<file path="src/rtl/row_guard_pkg.sv">
package row_guard_pkg;

   localparam int CSUM_W = 16;

   typedef enum logic [2:0] {
      ST_IDLE,
      ST_RD_REQ,
      ST_RD_WAIT,
      ST_WR_REQ,
      ST_RESP
   } seq_state_e;

   typedef enum logic [2:0] {
      PH_PRIM,
      PH_PAR,
      PH_SWEEP,
      PH_WDATA,
      PH_WPAR
   } seq_phase_e;

   // one step of a ones'-complement sum: add, then fold the carry back in
   function automatic logic [CSUM_W-1:0] oc_add(input logic [CSUM_W-1:0] a,
                                                input logic [CSUM_W-1:0] b);
      logic [CSUM_W:0] s;
      s = {1'b0, a} + {1'b0, b};
      return s[CSUM_W-1:0] + {{(CSUM_W-1){1'b0}}, s[CSUM_W]};
   endfunction

endpackage

</file>
<file path="src/rtl/rg_csum_unit.sv">
module rg_csum_unit
   import row_guard_pkg::*;
#(
   parameter int ROW_WORDS = 4,
   localparam int ROW_BITS = ROW_WORDS * CSUM_W
) (
   input  logic [ROW_BITS-1:0] row_i,
   output logic [CSUM_W-1:0]   sum_o
);

   logic [CSUM_W-1:0] part [ROW_WORDS+1];

   assign part[0] = '0;

   for (genvar w = 0; w < ROW_WORDS; w++) begin : g_word
      assign part[w+1] = oc_add(part[w], row_i[w*CSUM_W +: CSUM_W]);
   end

   assign sum_o = part[ROW_WORDS];

endmodule

</file>
<file path="src/rtl/rg_seq.sv">
module rg_seq
   import row_guard_pkg::*;
#(
   parameter int N_DATA   = 4,
   parameter int CHIP_W   = 3,
   parameter int ROW_AW   = 4,
   parameter int ROW_BITS = 64
) (
   input  logic                clk,
   input  logic                rst_n,
   input  logic                req_valid,
   output logic                req_ready,
   input  logic                req_we,
   input  logic [CHIP_W-1:0]   req_chip,
   input  logic [ROW_AW-1:0]   req_row,
   input  logic [ROW_BITS-1:0] req_wdata,
   output logic                rsp_valid,
   output logic [ROW_BITS-1:0] rsp_rdata,
   output logic                rsp_corrected,
   output logic                rsp_uncorr,
   output logic                cmd_valid,
   input  logic                cmd_ready,
   output logic                cmd_we,
   output logic [CHIP_W-1:0]   cmd_chip,
   output logic [ROW_AW-1:0]   cmd_row,
   output logic [ROW_BITS-1:0] cmd_wdata,
   input  logic                rd_valid,
   input  logic [ROW_BITS-1:0] rd_data,
   input  logic                rd_ok
);

   localparam logic [CHIP_W-1:0] PAR_IDX = CHIP_W'(N_DATA);

   seq_state_e          state;
   seq_phase_e          phase;
   logic                op_we;
   logic [CHIP_W-1:0]   tgt;
   logic [CHIP_W-1:0]   cur;
   logic [ROW_AW-1:0]   row_q;
   logic [ROW_BITS-1:0] new_q;
   logic [ROW_BITS-1:0] old_q;
   logic [ROW_BITS-1:0] par_q;
   logic [ROW_BITS-1:0] acc_q;
   logic [ROW_BITS-1:0] res_q;
   logic                corr_q;
   logic                unc_q;

   // next chip of a rebuild walk, stepping over the failed target
   function automatic logic [CHIP_W-1:0] walk_next(input logic [CHIP_W-1:0] c,
                                                   input logic [CHIP_W-1:0] t);
      logic [CHIP_W-1:0] n;
      n = c + 1'b1;
      if (n == t) n = n + 1'b1;
      return n;
   endfunction

   always_ff @(posedge clk) begin
      if (!rst_n) begin
         state  <= ST_IDLE;
         phase  <= PH_PRIM;
         op_we  <= 1'b0;
         tgt    <= '0;
         cur    <= '0;
         row_q  <= '0;
         new_q  <= '0;
         old_q  <= '0;
         par_q  <= '0;
         acc_q  <= '0;
         res_q  <= '0;
         corr_q <= 1'b0;
         unc_q  <= 1'b0;
      end else begin
         unique case (state)
            ST_IDLE: begin
               if (req_valid) begin
                  op_we  <= req_we;
                  tgt    <= req_chip;
                  cur    <= req_chip;
                  row_q  <= req_row;
                  new_q  <= req_wdata;
                  res_q  <= '0;
                  acc_q  <= '0;
                  corr_q <= 1'b0;
                  unc_q  <= 1'b0;
                  phase  <= PH_PRIM;
                  state  <= ST_RD_REQ;
               end
            end
            ST_RD_REQ: begin
               if (cmd_ready) state <= ST_RD_WAIT;
            end
            ST_RD_WAIT: begin
               if (rd_valid) begin
                  unique case (phase)
                     PH_PRIM: begin
                        if (rd_ok) begin
                           if (op_we) begin
                              old_q <= rd_data;
                              cur   <= PAR_IDX;
                              phase <= PH_PAR;
                              state <= ST_RD_REQ;
                           end else begin
                              res_q <= rd_data;
                              state <= ST_RESP;
                           end
                        end else begin
                           acc_q <= '0;
                           cur   <= (tgt == '0) ? CHIP_W'(1) : '0;
                           phase <= PH_SWEEP;
                           state <= ST_RD_REQ;
                        end
                     end
                     PH_PAR: begin
                        if (rd_ok) begin
                           par_q <= rd_data;
                           cur   <= tgt;
                           phase <= PH_WDATA;
                           state <= ST_WR_REQ;
                        end else begin
                           unc_q <= 1'b1;
                           state <= ST_RESP;
                        end
                     end
                     PH_SWEEP: begin
                        if (!rd_ok) begin
                           unc_q <= 1'b1;
                           res_q <= '0;
                           state <= ST_RESP;
                        end else if (cur == PAR_IDX) begin
                           corr_q <= 1'b1;
                           par_q  <= rd_data;
                           if (op_we) begin
                              old_q <= acc_q ^ rd_data;
                              cur   <= tgt;
                              phase <= PH_WDATA;
                              state <= ST_WR_REQ;
                           end else begin
                              res_q <= acc_q ^ rd_data;
                              state <= ST_RESP;
                           end
                        end else begin
                           acc_q <= acc_q ^ rd_data;
                           cur   <= walk_next(cur, tgt);
                           state <= ST_RD_REQ;
                        end
                     end
                     default: state <= ST_RESP;
                  endcase
               end
            end
            ST_WR_REQ: begin
               if (cmd_ready) begin
                  if (phase == PH_WDATA) begin
                     phase <= PH_WPAR;
                     cur   <= PAR_IDX;
                  end else begin
                     state <= ST_RESP;
                  end
               end
            end
            ST_RESP: state <= ST_IDLE;
            default: state <= ST_IDLE;
         endcase
      end
   end

   assign req_ready     = (state == ST_IDLE);
   assign rsp_valid     = (state == ST_RESP);
   assign rsp_rdata     = res_q;
   assign rsp_corrected = corr_q;
   assign rsp_uncorr    = unc_q;

   assign cmd_valid = (state == ST_RD_REQ) || (state == ST_WR_REQ);
   assign cmd_we    = (state == ST_WR_REQ);
   assign cmd_chip  = cur;
   assign cmd_row   = row_q;
   assign cmd_wdata = (phase == PH_WPAR) ? (par_q ^ old_q ^ new_q) : new_q;

endmodule

</file>
<file path="src/rtl/row_guard_ctrl.sv">
module row_guard_ctrl
   import row_guard_pkg::*;
#(
   parameter int N_DATA    = 4,
   parameter int ROW_WORDS = 4,
   parameter int ROW_AW    = 4,
   parameter bit REG_RSP   = 1'b0,
   localparam int CHIP_W   = $clog2(N_DATA + 1),
   localparam int ROW_BITS = ROW_WORDS * CSUM_W
) (
   input  logic                clk,
   input  logic                rst_n,
   input  logic                req_valid,
   output logic                req_ready,
   input  logic                req_we,
   input  logic [CHIP_W-1:0]   req_chip,
   input  logic [ROW_AW-1:0]   req_row,
   input  logic [ROW_BITS-1:0] req_wdata,
   output logic                rsp_valid,
   output logic [ROW_BITS-1:0] rsp_rdata,
   output logic                rsp_corrected,
   output logic                rsp_uncorr,
   output logic                arr_cmd_valid,
   input  logic                arr_cmd_ready,
   output logic                arr_cmd_we,
   output logic [CHIP_W-1:0]   arr_cmd_chip,
   output logic [ROW_AW-1:0]   arr_cmd_row,
   output logic [ROW_BITS-1:0] arr_cmd_wdata,
   output logic [CSUM_W-1:0]   arr_cmd_wcsum,
   input  logic                arr_rsp_valid,
   input  logic [ROW_BITS-1:0] arr_rsp_rdata,
   input  logic [CSUM_W-1:0]   arr_rsp_rcsum
);

   if (N_DATA < 2) begin : g_bad_ndata
      $error("row_guard_ctrl: N_DATA must be at least 2");
   end
   if (ROW_WORDS < 1) begin : g_bad_words
      $error("row_guard_ctrl: ROW_WORDS must be at least 1");
   end
   if (ROW_AW < 1) begin : g_bad_aw
      $error("row_guard_ctrl: ROW_AW must be at least 1");
   end

   logic                stg_valid;
   logic [ROW_BITS-1:0] stg_data;
   logic [CSUM_W-1:0]   stg_csum;
   logic [CSUM_W-1:0]   rd_sum;
   logic                rd_ok;

   if (REG_RSP) begin : g_rsp_reg
      logic                v_q;
      logic [ROW_BITS-1:0] d_q;
      logic [CSUM_W-1:0]   c_q;
      always_ff @(posedge clk) begin
         if (!rst_n) begin
            v_q <= 1'b0;
            d_q <= '0;
            c_q <= '0;
         end else begin
            v_q <= arr_rsp_valid;
            d_q <= arr_rsp_rdata;
            c_q <= arr_rsp_rcsum;
         end
      end
      assign stg_valid = v_q;
      assign stg_data  = d_q;
      assign stg_csum  = c_q;
   end else begin : g_rsp_pass
      assign stg_valid = arr_rsp_valid;
      assign stg_data  = arr_rsp_rdata;
      assign stg_csum  = arr_rsp_rcsum;
   end

   rg_csum_unit #(.ROW_WORDS(ROW_WORDS)) u_rd_sum (
      .row_i (stg_data),
      .sum_o (rd_sum)
   );

   assign rd_ok = (rd_sum == stg_csum);

   rg_csum_unit #(.ROW_WORDS(ROW_WORDS)) u_wr_sum (
      .row_i (arr_cmd_wdata),
      .sum_o (arr_cmd_wcsum)
   );

   rg_seq #(
      .N_DATA   (N_DATA),
      .CHIP_W   (CHIP_W),
      .ROW_AW   (ROW_AW),
      .ROW_BITS (ROW_BITS)
   ) u_seq (
      .clk           (clk),
      .rst_n         (rst_n),
      .req_valid     (req_valid),
      .req_ready     (req_ready),
      .req_we        (req_we),
      .req_chip      (req_chip),
      .req_row       (req_row),
      .req_wdata     (req_wdata),
      .rsp_valid     (rsp_valid),
      .rsp_rdata     (rsp_rdata),
      .rsp_corrected (rsp_corrected),
      .rsp_uncorr    (rsp_uncorr),
      .cmd_valid     (arr_cmd_valid),
      .cmd_ready     (arr_cmd_ready),
      .cmd_we        (arr_cmd_we),
      .cmd_chip      (arr_cmd_chip),
      .cmd_row       (arr_cmd_row),
      .cmd_wdata     (arr_cmd_wdata),
      .rd_valid      (stg_valid),
      .rd_data       (stg_data),
      .rd_ok         (rd_ok)
   );

endmodule

</file>
<file path="config.mk">
export PLATFORM = sky130hd
export DESIGN_NAME = row_guard_ctrl
export DESIGN_NICKNAME = d
export VERILOG_FILES = /design/src/rtl/row_guard_pkg.sv /design/src/rtl/rg_csum_unit.sv /design/src/rtl/rg_seq.sv /design/src/rtl/row_guard_ctrl.sv
export SDC_FILE = /design/constraint.sdc
export NUM_CORES = 1
export LEC_CHECK = 0
export ABC_AREA = 1
export BUFFER_PORTS_ARGS = -buffer_cell sky130_fd_sc_hd__buf_2
export CAP_MARGIN = 30
export CORE_ASPECT_RATIO = 1.2
export CORE_UTILIZATION = 40
export DETAILED_ROUTE_END_ITERATION = 6
export SETUP_SLACK_MARGIN = 0.02
export SYNTH_ARGS = -nofsm -noshare
export SYNTH_HDL_FRONTEND = slang
export SYNTH_SLANG_ARGS = --single-unit
</file>
<file path="constraint.sdc">
create_clock -name clk -period 14.3 [get_ports clk]
set_input_delay 2.86 -clock clk [delete_from_list [all_inputs] [get_ports clk]]
set_output_delay 2.86 -clock clk [all_outputs]
set_load 0.02 [all_outputs]
</file>
Yosys cells after proc, flatten, opt, wreduce, memory -nomap -nowiden

Index checks and enable logic that the tools add are counted.

Flip-flop bits (word level): 339
Logic and storage cells: 164

Add/sub/neg operators: 14
Equality and inequality tests: 42
Muxes and demuxes: 73
Bitwise operators: 3
Reductions and logical operators: 19

Operators by type and width:

| kind                                                  | number |
|---|---|
| 2-to-1 mux 64 bit                                     | 20 |
| case mux 64 bit (2 select lines)                      | 6 |
| XOR 64 bit                                            | 3 |
| adder 16 x 16 -> 17 bit                               | 6 |
| adder 16 x 1 -> 16 bit                                | 6 |
| 2-to-1 mux 3 bit                                      | 30 |
| case mux 3 bit (3 select lines)                       | 5 |
| inequality test 2 x 1 -> 1 bit, second input constant | 10 |
| inequality test 3 x 2 -> 1 bit, second input constant | 6 |
| equality test 16 bit                                  | 1 |
| AND reduction 8 bit                                   | 2 |
| inequality test 2 bit, second input constant          | 7 |
| equality test 3 x 2 -> 1 bit, second input constant   | 4 |
| inequality test 4 bit, second input constant          | 3 |
| case mux 3 bit (4 select lines)                       | 1 |
| AND reduction 6 bit                                   | 2 |
| AND reduction 11 bit                                  | 1 |
| AND reduction 10 bit                                  | 1 |
| AND reduction 5 bit                                   | 2 |
| equality test 3 bit, second input constant            | 3 |
| logical NOT 3 bit                                     | 3 |
| 2-to-1 mux 1 bit                                      | 9 |
| inequality test 3 bit, second input constant          | 3 |
| inequality test 4 x 3 -> 1 bit, second input constant | 2 |
| other kinds (10)                                      | 15 |

Logic depth before layout (Yosys ltp)

Gate-level depths: netlist of the first run.

Depth after elaboration: 11
Mapped depth: 74
Gate-level depth less buffers: 72

By module

From an unflattened synthesis of the first run, not the netlist that was laid out.

Cells, all modules: 4106
Area, all modules: 25081.6 µm²

By module, submodules not included:

| module                  | times used | cells each | area an instance (µm²) | sequential area each (µm²) |
|---|---|---|---|---|
| rg_seq                  | 1          | 2384       | 16378.2                | 6786.5 |
| rg_csum_unit (u_wr_sum) | 1          | 865        | 4306.6                 | 0.0 |
| rg_csum_unit (u_rd_sum) | 1          | 806        | 4150.2                 | 0.0 |
| row_guard_ctrl          | 1          | 51         | 246.5                  | 0.0 |

Worst setup path after synthesis of the first run

Ideal clock, no wire load.

Kind: register to output
Start point: reg u_seq.phase[2]
End point: out arr_cmd_wcsum[15]
Data arrival time: 10.258 ns
Slack: 1.182 ns
Stages on the path, launching flop included: 68
Path buffers: 1
Cell sequence: dfxtp_1 > inv_1 > nor3_1 > clkbuf_1 > nand2_1 > xor2_1 > ha_1 > inv_1 > fa_1 > inv_1 > a31oi_1 > nor2_1 > nor2_1 > o21bai_1 > nand3_1 > o2111a_1 > nor2_1 > o21ai_0 > (+32 left out) > a21oi_1 > o21bai_1 > nand2_1 > nand2_1 > nand3_1 > nand2_1 > a21oi_1 > o21bai_1 > ha_1 > nand2_1 > nor4_1 > nor3b_1 > nand3b_1 > nor2_1 > nand2_1 > nor2_1 > nand4_1 > xor2_1

Longest elaborated chain between the ends: 8

Ends and longest elaborated chain:

| item                    | line                 | RTL |
|---|---|---|
| start, declared         | rg_seq.sv:35         | `seq_phase_e phase;` |
| start signal, assigned  | rg_seq.sv:60         | `phase <= PH_PRIM;` |
| start signal, assigned  | rg_seq.sv:85         | `phase <= PH_PRIM;` |
| start signal, assigned  | rg_seq.sv:100        | `phase <= PH_PAR;` |
| equality test 3 bit     | rg_seq.sv:177        | `assign cmd_wdata = (phase == PH_WPAR) ? (par_q ^ old_q ^ new_q) : new_q;` |
| 2-to-1 mux 64 bit       | rg_seq.sv:177        |  |
| via arr_cmd_wdata[16]   | row_guard_ctrl.sv:28 | `output logic [ROW_BITS-1:0] arr_cmd_wdata,` |
| adder 16 x 16 -> 17 bit | row_guard_pkg.sv:25  | `s = {1'b0, a} + {1'b0, b};` |
| adder 16 x 1 -> 16 bit  | row_guard_pkg.sv:26  | `return s[CSUM_W-1:0] + {{(CSUM_W-1){1'b0}}, s[CSUM_W]};` |
| adder 16 x 16 -> 17 bit | row_guard_pkg.sv:25  |  |
| adder 16 x 1 -> 16 bit  | row_guard_pkg.sv:26  |  |
| adder 16 x 16 -> 17 bit | row_guard_pkg.sv:25  |  |
| adder 16 x 1 -> 16 bit  | row_guard_pkg.sv:26  |  |
| end, declared           | row_guard_ctrl.sv:29 | `output logic [CSUM_W-1:0] arr_cmd_wcsum,` |

The timed path passes the listed nets, and every way through them passes these cells.

Worst setup path after layout of the first run

Start point: reg u_seq.old_q[0]
End point: out arr_cmd_wcsum[15]

Longest elaborated chain between the ends: 9

Ends and longest elaborated chain:

| item                     | line                | RTL |
|---|---|---|
| start, declared          | rg_seq.sv:41        | `logic [ROW_BITS-1:0] old_q;` |
| start signal, assigned   | rg_seq.sv:98        | `old_q <= rd_data;` |
| start signal, assigned   | rg_seq.sv:133       | `old_q <= acc_q ^ rd_data;` |
| XOR 64 bit (2 in series) | rg_seq.sv:177       |  |
| 2-to-1 mux 64 bit        | rg_seq.sv:177       |  |
| adder 16 x 16 -> 17 bit  | row_guard_pkg.sv:25 |  |
| adder 16 x 1 -> 16 bit   | row_guard_pkg.sv:26 |  |
| adder 16 x 16 -> 17 bit  | row_guard_pkg.sv:25 |  |
| adder 16 x 1 -> 16 bit   | row_guard_pkg.sv:26 |  |
| adder 16 x 16 -> 17 bit  | row_guard_pkg.sv:25 |  |
| adder 16 x 1 -> 16 bit   | row_guard_pkg.sv:26 |  |

No other way between the ends.

==> results of run 1 <==
==> kinds of logic (layout without fill, tap and decap cells) <==
group                      count (synthesis)  after routing  share of synthesized area [%]
adders and majority gates                120            120                           6.64
xor gates and xnor gates                 322            322                           12.1
DFF                                      339            339                           29.1
AOI/OAI and AO/OA                        679            679                           15.5
other                                      0              7                              0
and+or+nand+nor                         1464           1466                           25.7
buffers and inverters                    643            907                           10.9
==> what timing repair did <==
item	in CTS	in global routing
setup buffers	0	5
endpoints found under the setup margin	0	47
gates resized for setup	0	22
==> per-stage QoR <==
stage | setup TNS, ns | std cells
floorplan | 0 | 3567
global placement | 0 | 4485
detailed placement | 0 | 4486
CTS | 0 | 4560
global route | -0.177 | 4573
finish | 0 | 4575
==> metal layers <==
metal | track usage, % | vias up
met3 | 3.79 | 132
met1 | 34.9 | 10435
met5 | 0 | -
met2 | 40.7 | 653
met4 | 8.26 | 14
li1 | - | 11752
==> worst register-to-register path, cell delays in order, from the launching register on <==
cell	delay [ns]
dfxtp_1	0.49
inv_1	0.15
nor2_4	0.32
inv_2	0.32
nor2_1	0.27
inv_1	0.17
nor4_2	0.20
buf_4	0.50
nand2_2	0.14
buf_12	0.25
o21ai_0	0.29
a21oi_1	0.05
==> registers in the layout, summed over array words and instances, names as in the netlist <==
register,flops
u_seq.acc_q,64
u_seq.new_q,64
u_seq.old_q,64
u_seq.par_q,64
u_seq.rsp_rdata,64
u_seq.cmd_row,4
u_seq.cmd_chip,3
u_seq.phase,3
u_seq.state,3
u_seq.tgt,3
u_seq.op_we,1
u_seq.rsp_corrected,1
u_seq.rsp_uncorr,1
==> cell type report <==
| class | instances | area, sq um | share of cell area, % |
|---|---|---|---|
| clock inverter | 19 | 310 | 1.14 |
| clock buffer | 55 | 1200 | 4.42 |
| tap | 735 | 920 | 3.39 |
| antenna | 7 | 17.5 | 0.0645 |
| inverter | 484 | 1820 | 6.69 |
| timing repair buffer | 349 | 1940 | 7.16 |
| multi-input combinational | 2587 | 14200 | 52.1 |
| sequential | 339 | 6790 | 25.0 |
==> worst min-delay path by stage <==
stage	from	end	cells past startpoint	slack [ns]
3_5_place_dp	u_seq.old_q[40]	u_seq.old_q[40]	2	0.45
5_1_grt	u_seq.old_q[40]	u_seq.old_q[40]	2	0.47
2_1_floorplan	u_seq.old_q[1]	u_seq.old_q[1]	2	0.43
4_1_cts	u_seq.old_q[40]	u_seq.old_q[40]	2	0.46
3_3_place_gp	u_seq.old_q[46]	u_seq.old_q[46]	2	0.44
6_report	u_seq.old_q[40]	u_seq.old_q[40]	2	0.45
==> Yosys cell counts, types with 12 or more instances <==
cell and instances:
a211oi_1 32, a21oi_1 338, buf_6 14, clkbuf_1 117, dfxtp_1 339, ha_1 114, inv_1 468, inv_2 13
nand2_1 743, nand2_2 12, nand3_1 141, nand4_1 17, nor2_1 481, nor3_1 22, o21ai_0 254, xnor2_1 29
xor2_1 293
==> power by group through the flow <==
| stage | clock, mW | combinational, mW | sequential (mW) |
|---|---|---|---|
| 4_1_cts | 1.19 | 2.13 | 1.08 |
| 2_1_floorplan | 0 | 1.51 | 1.13 |
| 6_report | 1.17 | 2.14 | 1.08 |
| 3_5_place_dp | 0 | 2.11 | 1.10 |
| 5_1_grt | 1.22 | 2.39 | 1.09 |
| 3_3_place_gp | 0 | 2.11 | 1.10 |
==> impl_metrics.ini, run 1 <==
[outcome]
status = finished, final reports clean

[global_route]
grt_usage_pct = 25.5
antenna_found_initial = 14
grt_max_degree = 161
grt_pass1_wl_microns = 118000
first_global_vias = 21031
overflow = 0

[timing]
timing.fmax_mhz = 74.6
layout_min_cycle_time_ns = 13.40
tightest_slew_ns = 1.02
maxSlewHeadroom_pct = 31.9
worst_hold_slack_ns = 0.452
layout_setup_ws_ns = 0.897
maxSlewViolCount = 0
setup_viol = 0
finalCritPeriodShare_pct = 93.7
hold_viol_final = 0
fin_skew_ns = 0.0146
rsz0062_at_grt = true

[finish]
stdcell_area_sq_um = 27100
drive_gt1_share_pct = 13.0
layout_common_cells = nand2_1 (741), nor2_1 (474), inv_1 (466), dfxtp_1 (339), a21oi_1 (338)
final_common_cell = nand2_1
n_fill_cell = 6030
nets = 4078
post-route-util_pct = 47.3
syn_to_final_growth_pct = 16.5

[power_and_ir_drop]
p_leak_nw = 13.8
p_per_area_nw_per_um2 = 162
power_frac_seq_pct = 24.6
combPwrFrac_pct = 48.8
switching_share_pct = 44.1
p_switching_mw = 1.94
clock_power_share_pct = 26.6
ir_drop_mv = 0.0897
finalPower_mw = 4.39
internal_power_mw = 2.45

[clocking]
cts_root_buf = clkbuf_16
clk_latency_ns = 0.57
cts.path.max_buffers = 3
cts_tree = yes
postCtsHoldBufs = 0
clkTransAtPathRegs_ns = 0.06
clkSinkCount = 339
cts-buffers-inserted = 40
htree_levels = 2

[yosys]
synth_top_flop_cell = dfxtp_1
ys_types = 47
synth_area_leaders = dfxtp_1 (29%), nand2_1 (12%), xor2_1 (11%)
syn_nets = 3844
synth_top_area_cell = dfxtp_1
synth_edf_count = 0
synthCells = 3567
syn_area_sq_um = 23300
syn-mean-instance-area_sq_um = 6.53
synth_warnings = 0
yosysSeqAreaShare_pct = 29.1
ys_ff_latch = 339
async_flop_share_pct = 0
synth.top_cell.area_share_pct = 29.1

[die]
start_util_pct = 40.6
dieArea_sq_um = 59200
core_sq_um = 57400
die_y_microns = 266
dieWidth_microns = 222
boundaryPins = 314
rows = 96

[critical_path]
critPathMaxFanout = 4
r2r-end = u_seq.old_q[34]
path_class = reg2out
cp_data_arrival_time_ns = 10.54
cp-startpoint = u_seq.old_q[0]
cp-start-kind = register
cp-end-kind = output port
cp-endpoint = arr_cmd_wcsum[15]
crit_cells = 66
cp.required_ns = 11.44
r2r-start = u_seq.state[1]
slowest_delay_ns = 0.43
cpMostUsedCell = nand2_1
critPathTopFamily = simple AND/OR/NAND/NOR gates
rr_worst_depth = 11
critPathSlowestCell = fa_1
crit_buf_inv = 5
worst-r2r-setup-slack_ns = 11.03

[routing]
first_pass_iters = 5
wl_met3_microns = 5030
wl_met2_microns = 35300
drt-vias-per-instance = 5.02
met1_length_microns = 36000
routed-via-count = 22986
routed_wl_microns = 78400
drt_drc_violations_left = 0
drtAntennaViolNets = 0
highest_layer = met5
drt_iter0_markers = 1691
wl_per_cell_microns = 17.1

[placement]
numPortBuffers = 313
hpwl_microns = 57500
gp_congestion = 0.945
pre_cts_slack_ns = 0.787
post_dp_cell_area_sq_um = 25400

[flow_run]
maxCapViolations = 0

[min_path]
hp-class = reg2reg
Power figures use the tool's default switching activity.
==> run 2, diff against run 1 <==
Clock period 14.3 ns to 12.05 ns, I/O delays scaled along.
==> run 2 against run 1 <==
Against the previous run: the flow now finishes with violations (negative setup slack); wire length increased by 3.1%; final cell count increased by 4.3%; first-iteration DRC count decreased by 4.1%; global-route usage increased by 0.88 points; clock-buffer cell count decreased by 3; cell area increased by 7.4%; worst setup slack got worse by 1.3 ns; clock skew increased by 0.024 ns; critical path type unchanged.
==> impl_metrics.ini, run 2 (synthesized netlist as in run 1, its figures left out) <==
[finish]
layout_common_cells = nand2_1 (727), inv_1 (462), nor2_1 (459), dfxtp_1 (337), a21oi_1 (333)
instances_no_fill = 4773
nets = 4280
drive_gt1_share_pct = 19.5
post-route-util_pct = 50.8
final_common_cell = nand2_1
stdcell_area_sq_um = 29100
n_fill_cell = 5897
syn_to_final_growth_pct = 25.1

[critical_path]
critPathMaxFanout = 13
cp.required_ns = 9.64
slowest_delay_ns = 0.33
critPathSlowestCell = dfxtp_2
path_class = reg2out
cp-start-kind = register
cpMostUsedCell = buf_4
crit_buf_inv = 19
cp_data_arrival_time_ns = 10.06
cp-end-kind = output port
critPathTopFamily = simple AND/OR/NAND/NOR gates

[timing]
worst_hold_slack_ns = 0.451
rsz0062_at_grt = true
layout_setup_ws_ns = -0.422
tightest_slew_ns = 1.02
fin_skew_ns = 0.0383
layout_min_cycle_time_ns = 12.47
finalCritPeriodShare_pct = 104
setup_viol = 8
tns_ns = -2.43
timing.fmax_mhz = 80.2
maxSlewViolCount = 0
maxSlewHeadroom_pct = 31.8
hold_viol_final = 0

[clocking]
cts_root_buf = clkbuf_16
cts_tree = yes
htree_levels = 2
cts-buffers-inserted = 40
clk_latency_ns = 0.59
clkTransAtPathRegs_ns = 0.06
postCtsHoldBufs = 0
cts.path.max_buffers = 3
clkSinkCount = 339

[routing]
first_pass_iters = 5
routed_wl_microns = 80800
drt-vias-per-instance = 4.99
drtAntennaViolNets = 0
routed-via-count = 23803
drt_iter0_markers = 1621
wl_per_cell_microns = 16.9
drt_drc_violations_left = 0

[placement]
numPortBuffers = 313
dp.cells = 4649
post_dp_cell_area_sq_um = 26800
hpwl_microns = 60100
gp_congestion = 0.925
pre_cts_slack_ns = -0.437

[power_and_ir_drop]
finalPower_mw = 5.45
switching_share_pct = 44.4
power_frac_seq_pct = 23.5
clock_power_share_pct = 22.6
p_switching_mw = 2.42
ir_drop_mv = 0.112
combPwrFrac_pct = 53.8
p_per_area_nw_per_um2 = 187
internal_power_mw = 3.03
p_leak_nw = 14.9

[die]
core_sq_um = 57400
dieWidth_microns = 222
dieArea_sq_um = 59200
boundaryPins = 314
start_util_pct = 40.6
die_y_microns = 266
rows = 96

[min_path]
hp-class = reg2reg

[global_route]
first_global_vias = 21744
overflow = 0
grt_usage_pct = 26.3
grt_pass1_wl_microns = 123000
antenna_found_initial = 12
grt_max_degree = 150

[outcome]
status = finished, violations left
violations = negative setup slack

[flow_run]
maxCapViolations = 0
## run 2: cell type report
| class | instances | area [sq um] | share of cell area [%] |
|---|---|---|---|
| Multi-Input combinational cell | 2585 | 14600 | 50.1 |
| Sequential cell | 339 | 6790 | 23.3 |
| Timing Repair Buffer | 553 | 3700 | 12.7 |
| Inverter | 484 | 1820 | 6.26 |
| Clock buffer | 52 | 1150 | 3.94 |
| Tap cell | 735 | 920 | 3.15 |
| Clock inverter | 19 | 163 | 0.558 |
| Antenna cell | 6 | 15.0 | 0.0515 |
## run 2: path summary, 6_finish.rpt
kind         cells past startpoint  slack [ns]                 to             from
max                             77       -0.42  arr_cmd_wcsum[14]   u_seq.phase[0]
min                              2        0.45    u_seq.old_q[51]  u_seq.old_q[51]
max reg2reg                     12        8.63    u_seq.old_q[57]   u_seq.state[1]
min reg2reg                      2        0.45    u_seq.old_q[51]  u_seq.old_q[51]
## run 2: worst reg2reg max path: cells and delay by family (launching register included)
kind                   cells  cell delay [ns]
flip-flops                 1             0.47
buffers and inverters      6             1.48
AO/OA/AOI/OAI              2             0.24
AND/OR/NAND/NOR            4             1.09
## run 2: metal layers
layer	GRT usage [%]	share of wire (%)	vias up
met5	0	0.12	-
met4	7.51	2.4	16
met3	3.25	5.9	116
met2	42.6	45	666
met1	36.5	46	10851
li1	-	-	12154
## run 2: power groups by stage
stage / Clock (mW) / Combinational, mW / Sequential [mW]
after CTS: 1.26 / 2.83 / 1.28
after detailed placement: 0 / 2.71 / 1.30
after floorplan: 0 / 1.80 / 1.35
after global routing: 1.30 / 3.25 / 1.29
final: 1.23 / 2.93 / 1.28
after global placement: 0 / 2.70 / 1.31
## run 2: timing repair
item | in CTS | in global routing
cloned | 1 | 3
setup buffers | 30 | 16
pin swaps | 59 | 78
resized for setup | 70 | 85
endpoints found under the setup margin | 14 | 283
==> run 3, diff against run 2 <==
Settings changed: CTS_BUF_LIST from default to sky130_fd_sc_hd__clkbuf_4.
==> run 3 against run 2 <==
Against the previous run: the flow still finishes with violations (negative setup slack); critical endpoint is now arr_cmd_wcsum[15]; largest cell class unchanged; clock skew up 0.038 ns; utilization decreased by 0.39 points; power is 2.2% lower; global-route usage rose by 0.22 points; critical path depth fell by 9; sequential share of layout area up 0.18 points; clock power decreased by 7%; sequential power barely moved; highest routed layer unchanged; non-clock buffer count shrank 8; wire length fell by 0.67%; register-to-register slack got worse by 0.02 ns.
==> impl_metrics.ini, run 3 (synthesized netlist as in run 1, its figures left out) <==
[clocking]
cts-buffers-inserted = 95
clk_latency_ns = 0.86
clkTransAtPathRegs_ns = 0.06
cts_tree = yes
cts_root_buf = clkbuf_4
cts.path.max_buffers = 3
clkSinkCount = 339
postCtsHoldBufs = 0
htree_levels = 3

[finish]
regArea_sq_um = 6790
multiInputGateArea_sq_um = 14500
instances_no_fill = 4855
syn_to_final_growth_pct = 24.2
post-route-util_pct = 50.4
final_common_cell = nand2_1
nets = 4327
drive_gt1_share_pct = 20.4
layout_common_cells = nand2_1 (727), nor2_1 (463), inv_1 (462), dfxtp_1 (337), a21oi_1 (334)
stdcell_area_sq_um = 28900
n_fill_cell = 5965

[routing]
drt_iter0_markers = 1609
first_pass_iters = 5
drtAntennaViolNets = 0
wl_per_cell_microns = 16.5
drt_drc_violations_left = 0
drt-vias-per-instance = 4.94
routed-via-count = 23975
routed_wl_microns = 80300

[timing]
layout_setup_ws_ns = -0.724
tightest_slew_ns = 1.03
hold_viol_final = 0
setup_viol = 12
finalCritPeriodShare_pct = 106
timing.fmax_mhz = 78.3
maxSlewHeadroom_pct = 31.3
layout_min_cycle_time_ns = 12.77
maxSlewViolCount = 0
fin_skew_ns = 0.0767
rsz0062_at_grt = true

[placement]
gp_congestion = 0.925
numPortBuffers = 313
post_dp_cell_area_sq_um = 26800
pre_cts_slack_ns = -0.437
dp.cells = 4649
hpwl_microns = 60100

[outcome]
violations = negative setup slack
status = finished, violations left

[critical_path]
cp_data_arrival_time_ns = 10.36
critPathTopFamily = simple AND/OR/NAND/NOR gates
path_class = reg2out
slowest_delay_ns = 0.38
cp-end-kind = output port
cpMostUsedCell = nand2_1
crit_buf_inv = 7
cp-start-kind = register
critPathSlowestCell = xor2_1
critPathMaxFanout = 3
cp.required_ns = 9.64

[die]
core_sq_um = 57400
rows = 96
boundaryPins = 314
dieArea_sq_um = 59200
die_y_microns = 266
dieWidth_microns = 222
start_util_pct = 40.6

[power_and_ir_drop]
ir_drop_mv = 0.0789
p_per_area_nw_per_um2 = 184
p_leak_nw = 14.9

[global_route]
first_global_vias = 22208
grt_pass1_wl_microns = 124000
antenna_found_initial = 12
overflow = 0
grt_max_degree = 150
grt_usage_pct = 26.6

[min_path]
hp-class = reg2reg

[flow_run]
maxCapViolations = 0
run 3: worst paths after layout:
path | start | endpoint | slack (ns) | cells after the start
min reg2reg | u_seq.old_q[51] | u_seq.old_q[51] | 0.45 | 2
max | u_seq.old_q[17] | arr_cmd_wcsum[15] | -0.72 | 68
min | u_seq.old_q[51] | u_seq.old_q[51] | 0.45 | 2
max reg2reg | u_seq.state[1] | u_seq.old_q[22] | 8.61 | 12
run 3: worst reg2reg max path: cells and delay by family, from the launching register on:
kind,cells,cell delay (ns)
simple gates,4,1.05
compound gates,2,0.31
buf+inv,6,1.50
flops,1,0.47
run 3: routing by layer:
metal | up-vias | GRT usage [%] | routed length, microns
li1 | 12285 | - | -
met1 | 10871 | 36.1 | 37200
met2 | 704 | 42.8 | 36500
met3 | 99 | 4.49 | 4920
met4 | 16 | 7.83 | 1510
met5 | - | 0 | 103
run 3: power breakdown:
group / switching (mW) / internal, mW
combinational: 1.82 / 1.09
clock: 0.533 / 0.604
sequential: 0.0552 / 1.23
total: 2.41 / 2.92
run 3: timing repair:
action / CTS / global route
endpoints found under the setup margin: 15 / 281
pin swaps: 60 / 66
buffers inserted: 32 / 10
cloned: 1 / 0
resized for setup: 81 / 55
run 3: final cells by class:
cell class                 instances  area share, %
antenna                            7         0.0606
tap                              735           3.18
multi-input combinational       2585           50.2
timing repair buffer             545           12.5
clock buffer                     129           3.35
inverter                         484           6.28
clock inverter                    31          0.960
sequential                       339           23.5
run 3: metrics by stage:
stage | total power, mW | setup TNS (ns) | hold slack (ns)
6_report | 5.33 | -5.16 | 0.450
5_1_grt | 5.75 | -15.99 | 0.473
4_1_cts | 5.31 | -9.16 | 0.453
3_5_place_dp | 4.02 | -22.64 | 0.444
3_3_place_gp | 4.01 | -2.09 | 0.440
2_1_floorplan | 3.15 | 0 | 0.433
